### src/rtl/wcost_pkg.sv
package wcost_pkg;

  localparam int unsigned DEF_NQ        = 8;
  localparam int unsigned DEF_WW        = 7;
  localparam int unsigned DEF_SCALE_LOG = 5;
  localparam int unsigned DEF_FRAC      = 4;
  localparam int unsigned DEF_W_INIT    = 100;

  typedef enum logic [2:0] {
    ST_IDLE  = 3'd0,
    ST_CHECK = 3'd1,
    ST_NEXT  = 3'd2,
    ST_WAIT  = 3'd3,
    ST_FIN   = 3'd4
  } wcost_state_e;

endpackage

### src/rtl/wcost_rst_sync.sv
module wcost_rst_sync (
  input  logic clk_i,
  input  logic arst_ni,
  output logic rst_no
);

  logic [1:0] sync_q;

  always_ff @(posedge clk_i or negedge arst_ni) begin
    if (!arst_ni) sync_q <= 2'b00;
    else          sync_q <= {sync_q[0], 1'b1};
  end

  assign rst_no = sync_q[1];

endmodule

### src/rtl/wcost_scan.sv
module wcost_scan #(
  parameter int unsigned NQ     = 8,
  parameter int unsigned WW     = 7,
  parameter int unsigned W_INIT = 100,
  parameter int unsigned CNTW   = 4
) (
  input  logic [NQ-1:0][WW-1:0] w_i,
  input  logic [NQ-1:0]         en_i,
  output logic [WW-1:0]         wmin_o,
  output logic                  zero_o,
  output logic [CNTW-1:0]       cnt_o
);

  // Reference weight, zero-weight flag and enabled count over the mask
  always_comb begin
    wmin_o = WW'(W_INIT);
    zero_o = 1'b0;
    cnt_o  = '0;
    for (int i = 0; i < int'(NQ); i++) begin
      if (en_i[i]) begin
        cnt_o = cnt_o + CNTW'(1);
        if (w_i[i] == '0)    zero_o = 1'b1;
        if (w_i[i] < wmin_o) wmin_o = w_i[i];
      end
    end
  end

endmodule

### src/rtl/wcost_serial_div.sv
module wcost_serial_div #(
  parameter int unsigned DW = 16,
  parameter int unsigned VW = 7
) (
  input  logic          clk_i,
  input  logic          rst_ni,
  input  logic          start_i,
  input  logic [DW-1:0] dividend_i,
  input  logic [VW-1:0] divisor_i,
  output logic          valid_o,
  output logic [DW-1:0] quot_o
);

  localparam int unsigned SW = $clog2(DW + 1);
  localparam logic [SW-1:0] STEP_LAST = SW'(DW - 1);

  logic [VW-1:0] rem_q, rem_n;
  logic [DW-1:0] quo_q, quo_n;
  logic [VW-1:0] dvs_q, dvs_n;
  logic [SW-1:0] step_q, step_n;
  logic          run_q, run_n;
  logic          valid_q, valid_n;
  logic [VW:0]   trial, diff;
  logic          ge;
  logic          upd_en;

  always_comb begin
    trial   = {rem_q, quo_q[DW-1]};
    ge      = (trial >= {1'b0, dvs_q});
    diff    = trial - {1'b0, dvs_q};
    rem_n   = rem_q;
    quo_n   = quo_q;
    dvs_n   = dvs_q;
    step_n  = step_q;
    run_n   = run_q;
    upd_en  = start_i | run_q;
    valid_n = run_q && (step_q == STEP_LAST);
    if (start_i) begin
      rem_n  = '0;
      quo_n  = dividend_i;
      dvs_n  = divisor_i;
      step_n = '0;
      run_n  = 1'b1;
    end else if (run_q) begin
      rem_n  = ge ? diff[VW-1:0] : trial[VW-1:0];
      quo_n  = {quo_q[DW-2:0], ge};
      step_n = step_q + SW'(1);
      run_n  = (step_q != STEP_LAST);
    end
  end

  always_ff @(posedge clk_i or negedge rst_ni) begin
    if (!rst_ni) begin
      rem_q   <= '0;
      quo_q   <= '0;
      dvs_q   <= '0;
      step_q  <= '0;
      run_q   <= 1'b0;
      valid_q <= 1'b0;
    end else begin
      valid_q <= valid_n;
      if (upd_en) begin
        rem_q  <= rem_n;
        quo_q  <= quo_n;
        dvs_q  <= dvs_n;
        step_q <= step_n;
        run_q  <= run_n;
      end
    end
  end

  assign valid_o = valid_q;
  assign quot_o  = quo_q;

  // Finished remainder must be below the divisor (cost arithmetic, R4)
  assert_rem_bound_R4: assert property (@(posedge clk_i) disable iff (!rst_ni)
    valid_q |-> (rem_q < dvs_q));

  // A running division never has a zero divisor
  assert_no_zero_div_R7: assert property (@(posedge clk_i) disable iff (!rst_ni)
    run_q |-> (dvs_q != '0));

endmodule

### src/rtl/wcost_conv.sv
module wcost_conv
  import wcost_pkg::*;
#(
  parameter int unsigned NQ        = DEF_NQ,
  parameter int unsigned WW        = DEF_WW,
  parameter int unsigned SCALE_LOG = DEF_SCALE_LOG,
  parameter int unsigned FRAC      = DEF_FRAC,
  parameter int unsigned W_INIT    = DEF_W_INIT,
  localparam int unsigned CW       = SCALE_LOG,
  localparam int unsigned CNTW     = $clog2(NQ + 1)
) (
  input  logic               clk_i,
  input  logic               arst_ni,
  input  logic               start_i,
  input  logic [NQ*WW-1:0]   weights_i,
  input  logic [NQ-1:0]      enable_i,
  output logic               busy_o,
  output logic               done_o,
  output logic               err_o,
  output logic [CNTW-1:0]    active_cnt_o,
  output logic [NQ*CW-1:0]   costs_o
);

  localparam int unsigned SH = SCALE_LOG + FRAC;
  localparam int unsigned DW = WW + SH;
  localparam int unsigned IW = $clog2(NQ + 1);
  localparam int unsigned QW = (NQ > 1) ? $clog2(NQ) : 1;
  localparam logic [IW-1:0] IDX_END = IW'(NQ);
  localparam logic [DW:0]   RND_HALF = (DW+1)'(1) << (FRAC - 1);

  logic rst_n;

  wcost_state_e            state_q, state_n;
  logic [NQ-1:0][WW-1:0]   w_q;
  logic [NQ-1:0]           m_q;
  logic                    cap_en;
  logic [IW-1:0]           idx_q, idx_n;
  logic [QW-1:0]           qsel;
  logic [WW-1:0]           wmin_q, wmin_n;
  logic [CNTW-1:0]         cnt_q, cnt_n;
  logic                    err_q, err_n;
  logic [NQ-1:0][CW-1:0]   costs_q, costs_n;
  logic                    div_go, div_valid;
  logic [DW-1:0]           div_quot;
  logic [WW-1:0]           scan_wmin;
  logic                    scan_zero;
  logic [CNTW-1:0]         scan_cnt;

  function automatic logic [CW-1:0] encode_cost(input logic [DW-1:0] q);
    logic [DW:0] r;
    r = ({1'b0, q} + RND_HALF) >> FRAC;
    if (r == '0) return '0;
    return CW'(r - (DW+1)'(1));
  endfunction

  wcost_rst_sync u_rst_sync (
    .clk_i  (clk_i),
    .arst_ni(arst_ni),
    .rst_no (rst_n)
  );

  wcost_scan #(
    .NQ    (NQ),
    .WW    (WW),
    .W_INIT(W_INIT),
    .CNTW  (CNTW)
  ) u_scan (
    .w_i   (w_q),
    .en_i  (m_q),
    .wmin_o(scan_wmin),
    .zero_o(scan_zero),
    .cnt_o (scan_cnt)
  );

  assign qsel = idx_q[QW-1:0];

  wcost_serial_div #(
    .DW(DW),
    .VW(WW)
  ) u_div (
    .clk_i     (clk_i),
    .rst_ni    (rst_n),
    .start_i   (div_go),
    .dividend_i({wmin_q, {SH{1'b0}}}),
    .divisor_i (w_q[qsel]),
    .valid_o   (div_valid),
    .quot_o    (div_quot)
  );

  assign cap_en = (state_q == ST_IDLE) && start_i;

  always_comb begin
    state_n = state_q;
    idx_n   = idx_q;
    wmin_n  = wmin_q;
    cnt_n   = cnt_q;
    err_n   = err_q;
    costs_n = costs_q;
    div_go  = 1'b0;
    case (state_q)
      ST_IDLE: begin
        if (start_i) begin
          costs_n = '0;
          cnt_n   = '0;
          err_n   = 1'b0;
          state_n = ST_CHECK;
        end
      end
      ST_CHECK: begin
        if (scan_zero) begin
          err_n   = 1'b1;
          state_n = ST_FIN;
        end else begin
          wmin_n  = scan_wmin;
          cnt_n   = scan_cnt;
          idx_n   = '0;
          state_n = ST_NEXT;
        end
      end
      ST_NEXT: begin
        if (idx_q == IDX_END) begin
          state_n = ST_FIN;
        end else if (m_q[qsel]) begin
          div_go  = 1'b1;
          state_n = ST_WAIT;
        end else begin
          idx_n = idx_q + IW'(1);
        end
      end
      ST_WAIT: begin
        if (div_valid) begin
          costs_n[qsel] = encode_cost(div_quot);
          idx_n         = idx_q + IW'(1);
          state_n       = ST_NEXT;
        end
      end
      ST_FIN:  state_n = ST_IDLE;
      default: state_n = ST_IDLE;
    endcase
  end

  always_ff @(posedge clk_i or negedge rst_n) begin
    if (!rst_n) begin
      state_q <= ST_IDLE;
      idx_q   <= '0;
      wmin_q  <= '0;
      cnt_q   <= '0;
      err_q   <= 1'b0;
      costs_q <= '0;
      w_q     <= '0;
      m_q     <= '0;
    end else begin
      state_q <= state_n;
      idx_q   <= idx_n;
      wmin_q  <= wmin_n;
      cnt_q   <= cnt_n;
      err_q   <= err_n;
      costs_q <= costs_n;
      if (cap_en) begin
        w_q <= weights_i;
        m_q <= enable_i;
      end
    end
  end

  assign busy_o       = (state_q != ST_IDLE);
  assign done_o       = (state_q == ST_FIN);
  assign err_o        = err_q;
  assign active_cnt_o = cnt_q;
  assign costs_o      = costs_q;

  // Completion is a single-cycle pulse
  assert_done_pulse_R2: assert property (@(posedge clk_i) disable iff (!rst_n)
    done_o |=> !done_o);

  // Disabled slots read zero at completion
  for (genvar g = 0; g < int'(NQ); g++) begin : g_slot_chk
    assert_disabled_zero_R5: assert property (@(posedge clk_i) disable iff (!rst_n)
      (done_o && !m_q[g]) |-> (costs_q[g] == '0));
  end

  // Reported count matches the captured mask
  assert_count_match_R6: assert property (@(posedge clk_i) disable iff (!rst_n)
    (done_o && !err_q) |-> (cnt_q == CNTW'($countones(m_q))));

  // Error result carries no costs and no count
  assert_err_clear_R7: assert property (@(posedge clk_i) disable iff (!rst_n)
    (done_o && err_q) |-> ((costs_q == '0) && (cnt_q == '0)));

  // A start during a run leaves captured inputs untouched
  assert_ignore_start_R8: assert property (@(posedge clk_i) disable iff (!rst_n)
    (busy_o && start_i) |=> ($stable(m_q) && $stable(w_q)));

endmodule

### config.mk
export PLATFORM = sky130hd
export DESIGN_NAME = wcost_conv
export DESIGN_NICKNAME = d
export VERILOG_FILES = /design/src/rtl/wcost_pkg.sv /design/src/rtl/wcost_rst_sync.sv /design/src/rtl/wcost_scan.sv /design/src/rtl/wcost_serial_div.sv /design/src/rtl/wcost_conv.sv
export SDC_FILE = /design/constraint.sdc
export NUM_CORES = 1
export LEC_CHECK = 0
export ABC_AREA = 1
export BUFFER_PORTS_ARGS = -buffer_cell sky130_fd_sc_hd__buf_2
export CAP_MARGIN = 20
export CORE_AREA = 3 3 176 178
export DETAILED_ROUTE_END_ITERATION = 7
export DIE_AREA = 0 0 179 181
export PLACE_DENSITY = 0.57
export REMOVE_ABC_BUFFERS = 1
export SKIP_CTS_REPAIR_TIMING = 1
export SYNTH_ARGS = -nofsm -noshare
export SYNTH_HDL_FRONTEND = slang
export SYNTH_SLANG_ARGS = --single-unit
export TNS_END_PERCENT = 100
### constraint.sdc
create_clock -name clk_i -period 14.8 [get_ports clk_i]
set_input_delay 4.44 -clock clk_i [delete_from_list [all_inputs] [get_ports clk_i]]
set_output_delay 4.44 -clock clk_i [all_outputs]
set_load 0.01 [all_outputs]
==> impl_results.md <==
- Netlist Area Pre-Place: 0.009703 mm2
- Total Routing Usage GR: 18.41%
- Post-synth EDFFs: 0
- CTS tree: yes
- Peak Freq: 102.7 MHz
- Initial DRC count: 722
- Setup TNS: 0 ns
- Antenna diodes: 0
- Hold_ws: 0.3559 ns
- Die footprint: 0.03240 mm2
- WL/cell: 16.40 um
- Slowest CP cell: dfrtp_1
- Clock sinks: 162
- Pin count of the biggest net entering global routing: 123
- Synthesis warning total: 0
- Input/output buffers: 113
- Clk root buf: clkbuf_16
- Post-route ant nets: 0
- Max H-tree Level: 4
- Worst-Skew Late Latency: 0.43 ns
- Initial Util: 32.83%
- Synth cell types: 48
- Core ar.: 0.02956 mm2
- Tmin final: 9.735 ns
- Commonest non-fill, non-tap cells in the layout: nand2_1 (326), inv_1 (203), dfrtp_1 (161)
- Setup crit start kind: register
- XOR/XNOR share of the synthesized area: 1.805%
- Main combinational cell family by area after synthesis: simple AND/OR/NAND/NOR gates
- Worst Hold Class: reg -> reg
- Std-Cell Rows: 63
- Chip height: 181 um
- Main synth FF type: dfrtp_1
- Clock Skew: 0.01282 ns
- Yosys reg bits: 162
- Status: complete, no violations
- Register area share after synthesis: 41.78%
- Clock tree buffer depth: 2
- Layout area overhead: 16.20%
- Rel. slew slack: 40.63%
- Mux contribution to synthesized area: 0%
- RSZ-0062 raised after global routing: no
- Clk slew on worst S/H paths: 0.07 ns
- Vias in the first global route: 8644
- Crit. End Element: register
- Post-synthesis compound-gate area fraction: 14.96%
- Via count: 9072
- Fin. max-slew vios: 0
- First-pass GRT wire length: 46790 um
- CP max stage delay: 0.49 ns
- Grt ovf: 0
- Final count of hold timing violations: 0
- Fraction of layout cells with a size suffix above 1: 13.78%
- Initial antenna violation count: 0
- Avg Inst Size Synth: 7.522 um2
- Synth Area in Simple Gates: 26.49%
- Vias per cell: 5.026
- Max-Cap Viols: 0
- Worst-path fanout max: 13
- Nets: 1510
- Crit share post-route: 65.77%
- GPL Wtd Cong: 0.9075
- Worst Tran Pin Value: 0.8873 ns
- Clock buffer count from CTS: 17
- CP Class: reg -> reg
- Die W: 179 um
- WL final: 29590 um
- Most common cell after layout, fill and taps aside: nand2_1
- Adder-Cell Fraction of Synth Area: 5.235%
- DRC: 0
- First drt pass iteration count: 7
- FFs w/ async S/R, synth: 100.0%
- Final setup vio count: 0
- Crit path top cell by count: nand2_1
- Crit path required time: 15.16 ns
- Final HPWL DP: 22940 um
- Boundary Pins: 114
- Arrival time worst endpoint: 10.10 ns
- Cells after Synth: 1290
-- final timing paths --
path,from,cells past startpoint,slack (ns),end
max,m_q[0]$_DFFE_PN0P_,57,5.07,wmin_q[5]$_DFFE_PN0P_
min,u_rst_sync.sync_q[0]$_DFF_PN0_,0,0.36,u_rst_sync.sync_q[1]$_DFF_PN0_
max reg2reg,m_q[0]$_DFFE_PN0P_,57,5.07,wmin_q[5]$_DFFE_PN0P_
min reg2reg,u_rst_sync.sync_q[0]$_DFF_PN0_,0,0.36,u_rst_sync.sync_q[1]$_DFF_PN0_
max in group asynchronous,arst_ni,1,10.92,u_rst_sync.sync_q[1]$_DFF_PN0_
min in group asynchronous,u_rst_sync.sync_q[1]$_DFF_PN0_,0,0.38,w_q[48]$_DFFE_PN0P_
-- through the flow --
| step | setup WS (ns) | util, % | cells | cell area [um2] |
|---|---|---|---|---|
| floorplan | 5.795 | - | 1262 | 9562 |
| global placement | 5.454 | 36.13 | 1772 | 10680 |
| detailed placement | 5.264 | 36.13 | 1772 | 10680 |
| CTS | 5.220 | 38.06 | 1803 | 11250 |
| global route | 4.017 | 38.14 | 1805 | 11270 |
| finish | 5.065 | 38.14 | 1805 | 11270 |
-- logic make-up (layout without fill, tap and decap cells) --
group / count (synthesis) / in the layout
fa+ha+maj: 40 / 40
flops: 162 / 162
xor+xnor: 20 / 20
other cells: 1 / 1
buf+inv: 241 / 366
compound gates: 243 / 243
simple gates: 583 / 583
-- state kept, by name, indices dropped and copies added, names as in the netlist, 2 cells and up --
register	flops
u_rst_sync.sync_q	2
m_q	8
u_div.rem_q	7
u_div.dvs_q	7
costs_o	40
idx_q	4
u_div.step_q	5
active_cnt_o	4
w_q	56
state_q	3
u_div.quot_o	16
wmin_q	7
-- cell type report --
class | instances | area [um2]
clock buffers | 17 | 425.4
clock inverters | 14 | 145.1
fillers | 3156 | 18290
inverters | 213 | 799.5
multi-input cells | 887 | 4716
flip-flops and latches | 162 | 4058
well taps | 390 | 488.0
repair buffers | 122 | 643.1
-- worst max-delay path, delay by kind of cell, from the launching register on --
family                     cells  cell delay, ns
DFF                            1            0.49
AOI/OAI and AO/OA             13            2.95
and+or+nand+nor               28            3.30
buffers and inverters          9            0.86
adders and majority gates      7            2.03
-- synth_stat cells, types with 2 or more instances --
master / count / area, um2
o22ai_1: 67 / 419.2
o21ai_0: 107 / 535.5
nand3_1: 137 / 685.7
nand2_1: 326 / 1224
buf_2: 2 / 10.01
clkbuf_1: 20 / 75.07
a21oi_4: 3 / 48.80
nand2_4: 7 / 78.83
dfrtp_1: 162 / 4054
nor2_1: 56 / 210.2
xor2_1: 16 / 140.1
a21oi_1: 25 / 125.1
inv_1: 203 / 762.0
a221oi_1: 5 / 43.79
o31ai_1: 3 / 22.52
o211ai_1: 5 / 37.54
nor2_2: 6 / 37.54
inv_2: 8 / 30.03
o41ai_1: 4 / 35.03
nor3_1: 14 / 70.07
clkinv_1: 2 / 7.510
buf_6: 3 / 33.78
o21ai_1: 4 / 20.02
xnor2_1: 4 / 35.03
nand4_1: 10 / 62.56
a31oi_1: 4 / 25.02
nand2_2: 8 / 50.05
ha_1: 39 / 488.0
nor4_1: 10 / 62.56
buf_4: 3 / 22.52
nand3_2: 4 / 40.04
o2111ai_1: 2 / 17.52
o221ai_1: 6 / 52.55
-- per-layer routing --
| layer | share of wire [%] | wire, um | track usage, % |
|---|---|---|---|
| met1 | 47 | 13860 | 25.83 |
| met4 | 2.3 | 682 | 5.985 |
| met3 | 5.8 | 1702 | 3.300 |
| met2 | 45 | 13350 | 28.67 |
| met5 | 0 | 0 | 0 |
Power is left out: the tool's default activity adds up to more than one toggle a clock period on the data nets, which glitch-free logic cannot reach.
